<file path="src/rtl/tpu_pkg.sv">
package tpu_pkg;

    localparam int TW       = 16;
    localparam int PRE_W    = 6;
    localparam int NUM_CMP  = 4;
    localparam int NUM_REGS = 10;

    typedef enum logic [3:0] {
        RG_CTRL = 4'd0,
        RG_MODE = 4'd1,
        RG_IOC  = 4'd2,
        RG_IER  = 4'd3,
        RG_STS  = 4'd4,
        RG_CNT  = 4'd5,
        RG_CMPA = 4'd6,
        RG_CMPB = 4'd7,
        RG_CMPC = 4'd8,
        RG_CMPD = 4'd9
    } reg_idx_e;

    typedef struct packed {
        logic [7:0]                   ctrl;
        logic [6:0]                   mode;
        logic [2:0]                   ioc;
        logic [NUM_CMP-1:0]           ier;
        logic [NUM_CMP-1:0]           sts;
        logic [TW-1:0]                cnt;
        logic [NUM_CMP-1:0][TW-1:0]   cmp;
        logic                         pin;
    } chan_state_t;

    localparam logic [6:0] MODE_MASK = 7'h73;
    localparam logic [1:0] MODE_PWM  = 2'd2;

    function automatic logic pin_action(input logic [1:0] act, input logic cur);
        logic nxt;
        case (act)
            2'd1:    nxt = 1'b0;
            2'd2:    nxt = 1'b1;
            2'd3:    nxt = ~cur;
            default: nxt = cur;
        endcase
        return nxt;
    endfunction

    function automatic logic clear_pick(input logic [2:0] src,
                                        input logic [NUM_CMP-1:0] hit);
        logic sel;
        case (src)
            3'd1:    sel = hit[0];
            3'd2:    sel = hit[1];
            3'd5:    sel = hit[2];
            3'd6:    sel = hit[3];
            default: sel = 1'b0;
        endcase
        return sel;
    endfunction

endpackage

</file>
<file path="src/rtl/tpu_prescaler.sv">
module tpu_prescaler
    import tpu_pkg::*;
(
    input  logic       clk,
    input  logic       rst_n,
    input  logic       run,
    input  logic [1:0] div_sel,
    input  logic [1:0] edge_sel,
    output logic       tick
);

    typedef struct packed {
        logic [PRE_W-1:0] pre;
    } pre_state_t;

    pre_state_t st_d, st_q;

    logic [PRE_W:0]   span;
    logic [PRE_W-1:0] mask;
    logic [PRE_W-1:0] half;
    logic [PRE_W-1:0] low;
    logic             at_rise;
    logic             at_fall;
    logic             edge_ev;

    always_comb begin
        st_d     = st_q;
        st_d.pre = run ? st_q.pre + 1'b1 : '0;

        span    = (PRE_W+1)'(1) << {div_sel, 1'b0};
        mask    = span[PRE_W-1:0] - 1'b1;
        half    = span[PRE_W:1] - 1'b1;
        low     = st_q.pre & mask;
        at_rise = (low == half);
        at_fall = (low == mask);

        case (edge_sel)
            2'd0:    edge_ev = at_rise;
            2'd1:    edge_ev = at_fall;
            default: edge_ev = at_rise | at_fall;
        endcase

        tick = run && ((div_sel == 2'd0) || edge_ev);
    end

    always_ff @(posedge clk or negedge rst_n) begin
        if (!rst_n) begin
            st_q <= '0;
        end else begin
            st_q <= st_d;
        end
    end

endmodule

</file>
<file path="src/rtl/tpu_channel.sv">
module tpu_channel
    import tpu_pkg::*;
(
    input  logic          clk,
    input  logic          rst_n,
    input  logic          run,
    input  logic          wr_en,
    input  reg_idx_e      wr_idx,
    input  logic [TW-1:0] wdata,
    output chan_state_t   regs_o,
    output logic          pin_o,
    output logic          irq_o
);

    chan_state_t        st_d, st_q;
    logic               tick;
    logic [NUM_CMP-1:0] hit;
    logic               clr_hit;
    logic               pwm_mode;

    tpu_prescaler u_pre (
        .clk      (clk),
        .rst_n    (rst_n),
        .run      (run),
        .div_sel  (st_q.ctrl[1:0]),
        .edge_sel (st_q.ctrl[4:3]),
        .tick     (tick)
    );

    always_comb begin
        st_d = st_q;

        for (int k = 0; k < NUM_CMP; k++) begin
            hit[k] = tick && (st_q.cnt == st_q.cmp[k]);
        end
        clr_hit  = clear_pick(st_q.ctrl[7:5], hit);
        pwm_mode = (st_q.mode[1:0] == MODE_PWM);

        if (wr_en) begin
            case (wr_idx)
                RG_CTRL: st_d.ctrl = wdata[7:0];
                RG_MODE: st_d.mode = wdata[6:0] & MODE_MASK;
                RG_IOC: begin
                    st_d.ioc = wdata[2:0];
                    if (!run) begin
                        st_d.pin = wdata[2];
                    end
                end
                RG_IER:  st_d.ier = wdata[NUM_CMP-1:0];
                RG_STS:  st_d.sts = st_q.sts & wdata[NUM_CMP-1:0];
                RG_CNT: begin
                    if (!run) begin
                        st_d.cnt = wdata;
                    end
                end
                RG_CMPA: st_d.cmp[0] = wdata;
                RG_CMPB: st_d.cmp[1] = wdata;
                RG_CMPC: st_d.cmp[2] = wdata;
                RG_CMPD: st_d.cmp[3] = wdata;
                default: ;
            endcase
        end

        if (tick) begin
            st_d.cnt = clr_hit ? '0 : st_q.cnt + 1'b1;
            if (pwm_mode && clr_hit) begin
                st_d.pin = st_q.ioc[2];
            end else if (hit[0]) begin
                st_d.pin = pin_action(st_q.ioc[1:0], st_q.pin);
            end
        end

        st_d.sts = st_d.sts | hit;
    end

    always_ff @(posedge clk or negedge rst_n) begin
        if (!rst_n) begin
            st_q <= '0;
        end else begin
            st_q <= st_d;
        end
    end

    assign regs_o = st_q;
    assign pin_o  = st_q.pin;
    assign irq_o  = |(st_q.sts & st_q.ier);

endmodule

</file>
<file path="src/rtl/tpu_addr_dec.sv">
module tpu_addr_dec
    import tpu_pkg::*;
#(
    parameter int NUM_CH    = 4,
    parameter int ADDR_W    = 9,
    parameter int CH_BASE   = 16,
    parameter int CH_STRIDE = 64
) (
    input  logic [ADDR_W-1:0] addr,
    output logic              start_hit,
    output logic [NUM_CH-1:0] ch_sel,
    output reg_idx_e          ch_idx [NUM_CH]
);

    localparam int WIN_SPAN = 4 * NUM_REGS;

    assign start_hit = (addr == '0);

    for (genvar c = 0; c < NUM_CH; c++) begin : g_win
        localparam logic [ADDR_W-1:0] BASE = ADDR_W'(CH_BASE + c * CH_STRIDE);
        logic [ADDR_W-1:0] rel;

        always_comb begin
            rel       = addr - BASE;
            ch_sel[c] = (addr >= BASE) && (rel < ADDR_W'(WIN_SPAN)) && (rel[1:0] == 2'b00);
            ch_idx[c] = reg_idx_e'(rel[5:2]);
        end
    end

endmodule

</file>
<file path="src/rtl/tpu_pwm_unit.sv">
module tpu_pwm_unit
    import tpu_pkg::*;
#(
    parameter int NUM_CH    = 4,
    parameter int ADDR_W    = 9,
    parameter int CH_BASE   = 16,
    parameter int CH_STRIDE = 64
) (
    input  logic              clk,
    input  logic              rst_n,
    input  logic [ADDR_W-1:0] bus_addr,
    input  logic              bus_we,
    input  logic [TW-1:0]     bus_wdata,
    output logic [TW-1:0]     bus_rdata,
    output logic [NUM_CH-1:0] pwm_out,
    output logic [NUM_CH-1:0] irq
);

    logic [NUM_CH-1:0]              start_d, start_q;
    logic                           start_hit;
    logic [NUM_CH-1:0]              ch_sel;
    reg_idx_e                       ch_idx [NUM_CH];
    chan_state_t                    ch_regs [NUM_CH];
    logic [NUM_CH-1:0][TW-1:0]      ch_cnt;
    logic [NUM_CH-1:0][NUM_CMP-1:0] ch_sts;

    tpu_addr_dec #(
        .NUM_CH    (NUM_CH),
        .ADDR_W    (ADDR_W),
        .CH_BASE   (CH_BASE),
        .CH_STRIDE (CH_STRIDE)
    ) u_dec (
        .addr      (bus_addr),
        .start_hit (start_hit),
        .ch_sel    (ch_sel),
        .ch_idx    (ch_idx)
    );

    for (genvar c = 0; c < NUM_CH; c++) begin : g_ch
        tpu_channel u_ch (
            .clk    (clk),
            .rst_n  (rst_n),
            .run    (start_q[c]),
            .wr_en  (bus_we && ch_sel[c]),
            .wr_idx (ch_idx[c]),
            .wdata  (bus_wdata),
            .regs_o (ch_regs[c]),
            .pin_o  (pwm_out[c]),
            .irq_o  (irq[c])
        );
        assign ch_cnt[c] = ch_regs[c].cnt;
        assign ch_sts[c] = ch_regs[c].sts;
    end

    always_comb begin
        start_d = start_q;
        if (bus_we && start_hit) begin
            start_d = bus_wdata[NUM_CH-1:0];
        end
    end

    always_ff @(posedge clk or negedge rst_n) begin
        if (!rst_n) begin
            start_q <= '0;
        end else begin
            start_q <= start_d;
        end
    end

    always_comb begin
        bus_rdata = '0;
        if (start_hit) begin
            bus_rdata = TW'(start_q);
        end
        for (int c = 0; c < NUM_CH; c++) begin
            if (ch_sel[c]) begin
                case (ch_idx[c])
                    RG_CTRL: bus_rdata = TW'(ch_regs[c].ctrl);
                    RG_MODE: bus_rdata = TW'(ch_regs[c].mode);
                    RG_IOC:  bus_rdata = TW'(ch_regs[c].ioc);
                    RG_IER:  bus_rdata = TW'(ch_regs[c].ier);
                    RG_STS:  bus_rdata = TW'(ch_sts[c]);
                    RG_CNT:  bus_rdata = ch_cnt[c];
                    RG_CMPA: bus_rdata = ch_regs[c].cmp[0];
                    RG_CMPB: bus_rdata = ch_regs[c].cmp[1];
                    RG_CMPC: bus_rdata = ch_regs[c].cmp[2];
                    RG_CMPD: bus_rdata = ch_regs[c].cmp[3];
                    default: bus_rdata = '0;
                endcase
            end
        end
    end

endmodule

</file>
<file path="config.mk">
export PLATFORM = sky130hd
export DESIGN_NAME = tpu_pwm_unit
export DESIGN_NICKNAME = d
export VERILOG_FILES = /design/src/rtl/tpu_pkg.sv /design/src/rtl/tpu_prescaler.sv /design/src/rtl/tpu_channel.sv /design/src/rtl/tpu_addr_dec.sv /design/src/rtl/tpu_pwm_unit.sv
export SDC_FILE = /design/constraint.sdc
export NUM_CORES = 1
export LEC_CHECK = 0
export CAP_MARGIN = 20
export CORE_MARGIN = 2
export CORE_UTILIZATION = 28
export CTS_BUF_LIST = sky130_fd_sc_hd__clkbuf_4 sky130_fd_sc_hd__clkbuf_8 sky130_fd_sc_hd__clkbuf_16
export DETAILED_ROUTE_END_ITERATION = 10
export PLACE_DENSITY_LB_ADDON = 0.1
export SLEW_MARGIN = 20
export SYNTH_ARGS = -nofsm -noshare
export SYNTH_HDL_FRONTEND = slang
export SYNTH_SLANG_ARGS = --single-unit
</file>
<file path="constraint.sdc">
create_clock -name clk -period 4.31 [get_ports clk]
set_input_delay 1.0775 -clock clk [delete_from_list [all_inputs] [get_ports clk]]
set_output_delay 1.0775 -clock clk [all_outputs]
set_load 0.01 [all_outputs]
</file>
# After elaboration in Yosys (flattened, before gate mapping)
# Index checks and enable logic that the tools add are counted.
# totals
ff_bits,448
inputBits,28
wordCells,400
# classes
n_addsub,20
order_cmp,8
n_eq_ne,104
n_shift,4
n_mux,85
bitwise,24
reduce_logical,106
# op_table
cell,n
$pmux 16 s10,4
$mux 16,36
$mux 85,4
$eq 16x16->1,16
$add 16x1->16 const B,4
$eq 4x3->1 const B,16
$reduce_and 2->1,32
$eq 6x6->1,8
$sub 6x1->6 const B,8
$logic_and 1x1->1,37
$lt 9x6->1 const B,4
$and 4x4->4,8
$eq 4x2->1 const B,8
$eq 4x4->1 const B,8
$shl 1x3->7 const A,4
$add 6x1->6 const B,4
$and 6x6->6,4
$eq 2x2->1 const B,12
$eq 3x3->1 const B,8
$logic_not 2->1,12
$mux 6,4
$ne 6x6->1 const B,4
$mux 1,20
$mux 4,5
23 further kinds,81

# Logic depth before layout (Yosys ltp)
# logic_depth
word_depth,13
mapped_depth,13
mapped_depth_nobuf,11

# By module
# From an unflattened synthesis, not the netlist that was laid out.
# hier_totals
cells_unflattened,2736
hier_area_um2,28190.8
# by_module_without_submodules
module,instances,cells_each,area_each_um2,seq_area_each_um2
tpu_channel,4,473,5469.0,2627.5
tpu_pwm_unit,1,590,4041.4,100.1
tpu_prescaler,4,49,467.9,150.1
tpu_addr_dec,1,58,401.6,0.0

# Worst setup path before layout
# OpenSTA, ideal clock, no wires.
# synth_timing
path_type,in2out
from,input port bus_addr[3]
to,output port bus_rdata[10]
arrival_time_ns,2.981
t_required_ns,3.233
path_slack_ns,0.252
stages,10
n_path_buf,4
path_cell_list,buf_2 > nor2b_1 > nor2b_1 > clkbuf_1 > clkbuf_1 > buf_1 > a22oi_1 > a21oi_1 > nor4_1 > nor2_1
# synth_via
elab_chain_len,8
# synth_rtl
item,line_no,source
"start, declared",tpu_pwm_unit.sv:11,"input logic [ADDR_W-1:0] bus_addr,"
$sub 9x5->9,tpu_addr_dec.sv:24,rel = addr - BASE;
$lt 9x6->1,tpu_addr_dec.sv:25,ch_sel[c] = (addr >= BASE) && (rel < ADDR_W'(WIN_SPAN)) && (rel[1:0] == 2'b00);
$logic_and 1x1->1 (2 in a row),tpu_addr_dec.sv:25,
$mux 16 (3 in a row),tpu_pwm_unit.sv:76,if (ch_sel[c]) begin
$mux 16 (*),tpu_pwm_unit.sv:76,
"end, declared",tpu_pwm_unit.sv:14,"output logic [TW-1:0] bus_rdata,"
# Mark *: on every way between the ends. The rest lies on a longest branch, timed or not.

# Final worst setup path
# layout_timing
from,input port bus_addr[5]
to,output port bus_rdata[4]
# The elaborated chain is that of the path after synthesis.

==> results <==
- The flow ran to the end, but the final reports show violations.
- The checks that failed: negative setup slack.
- The number of maximum-capacitance constraint violations is 0.
- After synthesis the netlist holds a flip-flop and latch count of 448.
- The largest buffer count on any clock path is 3.
- Subtracting the final worst setup slack from the clock period gives 4.44 ns.
- STA puts the critical path data required time at 3.23 ns.
- The cell count after synthesis came out at 2442.
- The number of antenna violations at the first check in global routing is 3.
- The global router's overall resource usage is 22.7%.
- The biggest fanout along the worst timing path is 7.
- The relative area change from synthesis to final layout is 26.2%.
- The filler cell count is 9158.
- The count of standard-cell rows is 111.
- The maximum level of the CTS H-tree is 2.
- The height of the die is 307 um.
- The number of pins exceeding their max-slew limit in the final report came to 0.
- The number of I/O pins is 52.
- TritonCTS created 56 clock buffers.
- Entering global routing, the biggest net connects 96 pins.
- The design draws 10.3 mW.
- The cell sitting at the root of the clock tree is a clkbuf_16.
- The worst vdd rail ir drop is 337 uV.
- Before antenna repair, the detailed router went through 7 iterations.
- The leakage power total is 14.2 nW.
- The count of nets left with antenna violations once routing finished came out at 0.
- The clock tree from TritonCTS is done.
- The pre-CTS worst setup slack is -1.49 ns.
- After detailed routing, the number of remaining DRC violations is 0.
- The path class of the tightest hold or removal check is input port to async pin.
- Summed over all nets, the half-perimeter wirelength after detailed placement is 77.9 mm.
- The worst pin sits at a relative slew slack of 34.9%.
- At the end of routability-driven placement, the weighted congestion stood at 0.918.
- The number of hold-slack violations in the final timing report is 0.
- The vias after detailed routing is 21200.
- Measured along the x axis, the die boundary spans 307 um.
- For this run, the top clock speed supported by timing is 225 MHz.
- The clock skew after layout is 0.0188 ns.
- The areal power density over the cells is 317 mW/mm^2.
- The layout cell share with drive strength beyond 1 is 33.8%.
- The final-stage net count is 2678.
- In the routed layout, each cell is associated on average with a via count of 5.50.
- The category of the most critical setup path is input port to primary output.
- Counting flops with an async set or reset pin after synthesis yields a share of 100%.
- The worst setup path is launched from an input port.
- The register-to-register setup slack is 0.61 ns.
- Buffers inserted to repair hold after CTS numbered 0.
- Setup repair after global routing could not meet its margin everywhere.
- The clock-pin slew reported for the worst setup and hold paths after clock tree synthesis is 0.06 ns.
- The number of synthesized flops with an enable pin is 0.
- The number of global-route vias before repair is 21300.
- The first routing iteration left 2118 violations.
- The length in cells of the worst reg-to-reg path is 8.
- The endpoint identified for the worst register-to-register timing path is g_ch[0].u_ch.pin_o.
- The placeable core region is 0.0914 sq mm.
- Summing every instance area after synthesis gives 0.0257 sq mm.
- The die covers 0.0944 sq mm.
- Dividing the detail-routed wire length by the instance count gives 28.1 um.
- Synthesis produced a netlist with a net count of 2509.
- For this run, the register share of the synthesized area comes to 43.5%.
- The first global-routing pass estimated 158 mm of wire.
- The synthesized netlist contains 72 unique library cells.
- Of the available clock period, the critical path in the final layout requires 103%.
- Setup violations remaining at the end of the flow were counted as 12.
- For this run, the leading register cell type out of synthesis is dfrtp_1.
- At the worst endpoint, the arrival time is 3.36 ns.
- The port buffer count is 51.
- The worst setup path is captured at a primary output.
- The slack of the critical path is -0.132 ns.
- A synthesized cell averages 10.5 sq um.
- The startpoint identified for the worst register-to-register timing path is g_ch[0].u_ch.regs_o[75].
- For this run, the number of Yosys warnings is 0.
- For the worst-skew pair, the clock arrives at the later sink with an insertion delay of 0.63 ns.
- The initial core utilization is 28.2%.
- The total number of clock tree sinks is 448.
- The overall routed net length is 108 mm.
- For the pin with the worst max-slew slack, the measured transition is 0.976 ns.
- Global routing finished with a remaining overflow of 0.
routing by layer:
metal	part of all wire (%)	GRT usage [%]	vias to the layer above
li1	-	-	9298
met1	48	33.8	11100
met2	45	35.4	686
met3	5.0	2.43	126
met4	1.9	4.81	0
met5	0	0	-
sequential cells by signal (all words and copies together), names as in the netlist:
signal	cells
g_ch.u_ch.regs_o	416
g_ch.u_ch.u_pre.st_q	24
g_ch.u_ch.pin_o	4
start_q	4
final cells by class:
cell class / count / area (sq um) / share of cell area (%)
timing repair buffer: 328 / 3130 / 9.63
multi-input combinational: 1725 / 14600 / 44.8
tap: 1186 / 1480 / 4.57
sequential: 448 / 11200 / 34.5
clock buffer: 86 / 1730 / 5.31
inverter: 52 / 198 / 0.608
antenna: 6 / 15.0 / 0.0462
clock inverter: 16 / 188 / 0.577
cell usage after synthesis, drive strengths merged, types with 9 or more instances:
| master | instances | share of area, % |
|---|---|---|
| inv | 52 | 0.76 |
| nor2 | 75 | 1.1 |
| mux2i | 16 | 0.62 |
| o22ai | 11 | 0.29 |
| nor3b | 9 | 0.28 |
| o221ai | 9 | 0.33 |
| mux2 | 333 | 15 |
| nand3 | 52 | 1.0 |
| nand2 | 144 | 2.1 |
| nor4 | 76 | 1.8 |
| xor2 | 214 | 7.3 |
| xnor2 | 83 | 2.8 |
| a31oi | 43 | 1.0 |
| ha | 39 | 1.9 |
| nor3 | 23 | 0.49 |
| and2 | 31 | 0.75 |
| a221oi | 22 | 0.75 |
| o21ai | 98 | 1.9 |
| o211ai | 16 | 0.47 |
| a22o | 20 | 0.68 |
| a221o | 15 | 0.58 |
| nand2b | 20 | 0.49 |
| buf | 64 | 1.3 |
| and3 | 31 | 0.75 |
| nand4 | 34 | 0.83 |
| a32oi | 11 | 0.37 |
| a21boi | 10 | 0.29 |
| a222oi | 35 | 1.4 |
| dfrtp | 448 | 44 |
| a22oi | 133 | 3.9 |
| nor2b | 19 | 0.46 |
| a21oi | 39 | 0.76 |
| clkbuf | 153 | 2.2 |
per-stage QoR:
step	util [%]	instance area [sq um]	TNS, ns	instances	hold WS (ns)
detailed placement	32.0	29200	-31.21	3713	0.464
global placement	32.0	29200	-28.27	3713	0.460
global route	35.6	32500	-1.37	3841	0.489
floorplan	-	25700	0	2442	0.437
finish	35.6	32500	-0.523	3847	0.447
CTS	35.1	32100	-0.549	3831	0.471
critical path, cell delays in order:
cell,delay (ns)
buf_8,0.11
buf_6,0.12
ha_4,0.18
and2_4,0.18
buf_12,0.15
a222oi_1,0.58
a31oi_2,0.21
buf_4,0.20
nor4_4,0.20
buf_4,0.17
nor2_2,0.03
buf_2,0.14
what timing repair did:
item                                    4_1_cts  5_1_grt
resized for setup                           247       56
buffers inserted                             24       12
endpoints found under the setup margin       16       16
pin swaps                                    61       44
gates cloned                                  2        2
logic make-up after synthesis:
logic type	Yosys count	share of synthesized area, %
and+or+nand+nor	535	10.8
AOI/OAI and AO/OA	505	14.2
DFF	448	43.5
muxes	349	15.2
buffers and inverters	269	4.27
adders and majority gates	39	1.90
xor gates and xnor gates	297	10.1
placed cells by master, fill, tap and decap left out, types with 29 or more instances in the layout:
cell type / synthesis / final
dfrtp_1: 448 / 448
mux2_2: 329 / 329
buf_4: 9 / 217
xor2_1: 214 / 214
nand2_1: 144 / 139
a22oi_1: 133 / 110
o21ai_0: 98 / 92
xnor2_1: 83 / 83
nor2_1: 72 / 68
nor4_1: 76 / 61
clkbuf_16: 0 / 59
nand3_1: 52 / 52
inv_1: 52 / 50
buf_12: 0 / 38
a222oi_1: 35 / 35
ha_1: 39 / 35
nand4_1: 34 / 34
and3_1: 31 / 29
power breakdown:
group	total, mW	internal (mW)	switching [mW]
clock network	4.95	2.98	1.97
logic	0.907	0.353	0.554
registers	4.45	4.30	0.153
total	10.3	7.63	2.67
worst max-delay path by stage:
stage | slack (ns) | startpoint | cells past startpoint | end
4_1_cts | -0.10 | bus_addr[5] | 13 | bus_rdata[11]
6_report | -0.13 | bus_addr[5] | 12 | bus_rdata[4]
2_1_floorplan | 0.25 | bus_addr[3] | 10 | bus_rdata[10]
3_5_place_dp | -1.49 | bus_addr[4] | 16 | bus_rdata[0]
5_1_grt | -0.15 | bus_addr[5] | 12 | bus_rdata[4]
3_3_place_gp | -1.41 | bus_addr[4] | 14 | bus_rdata[2]
No activity file was read; power rests on OpenSTA's default activity.
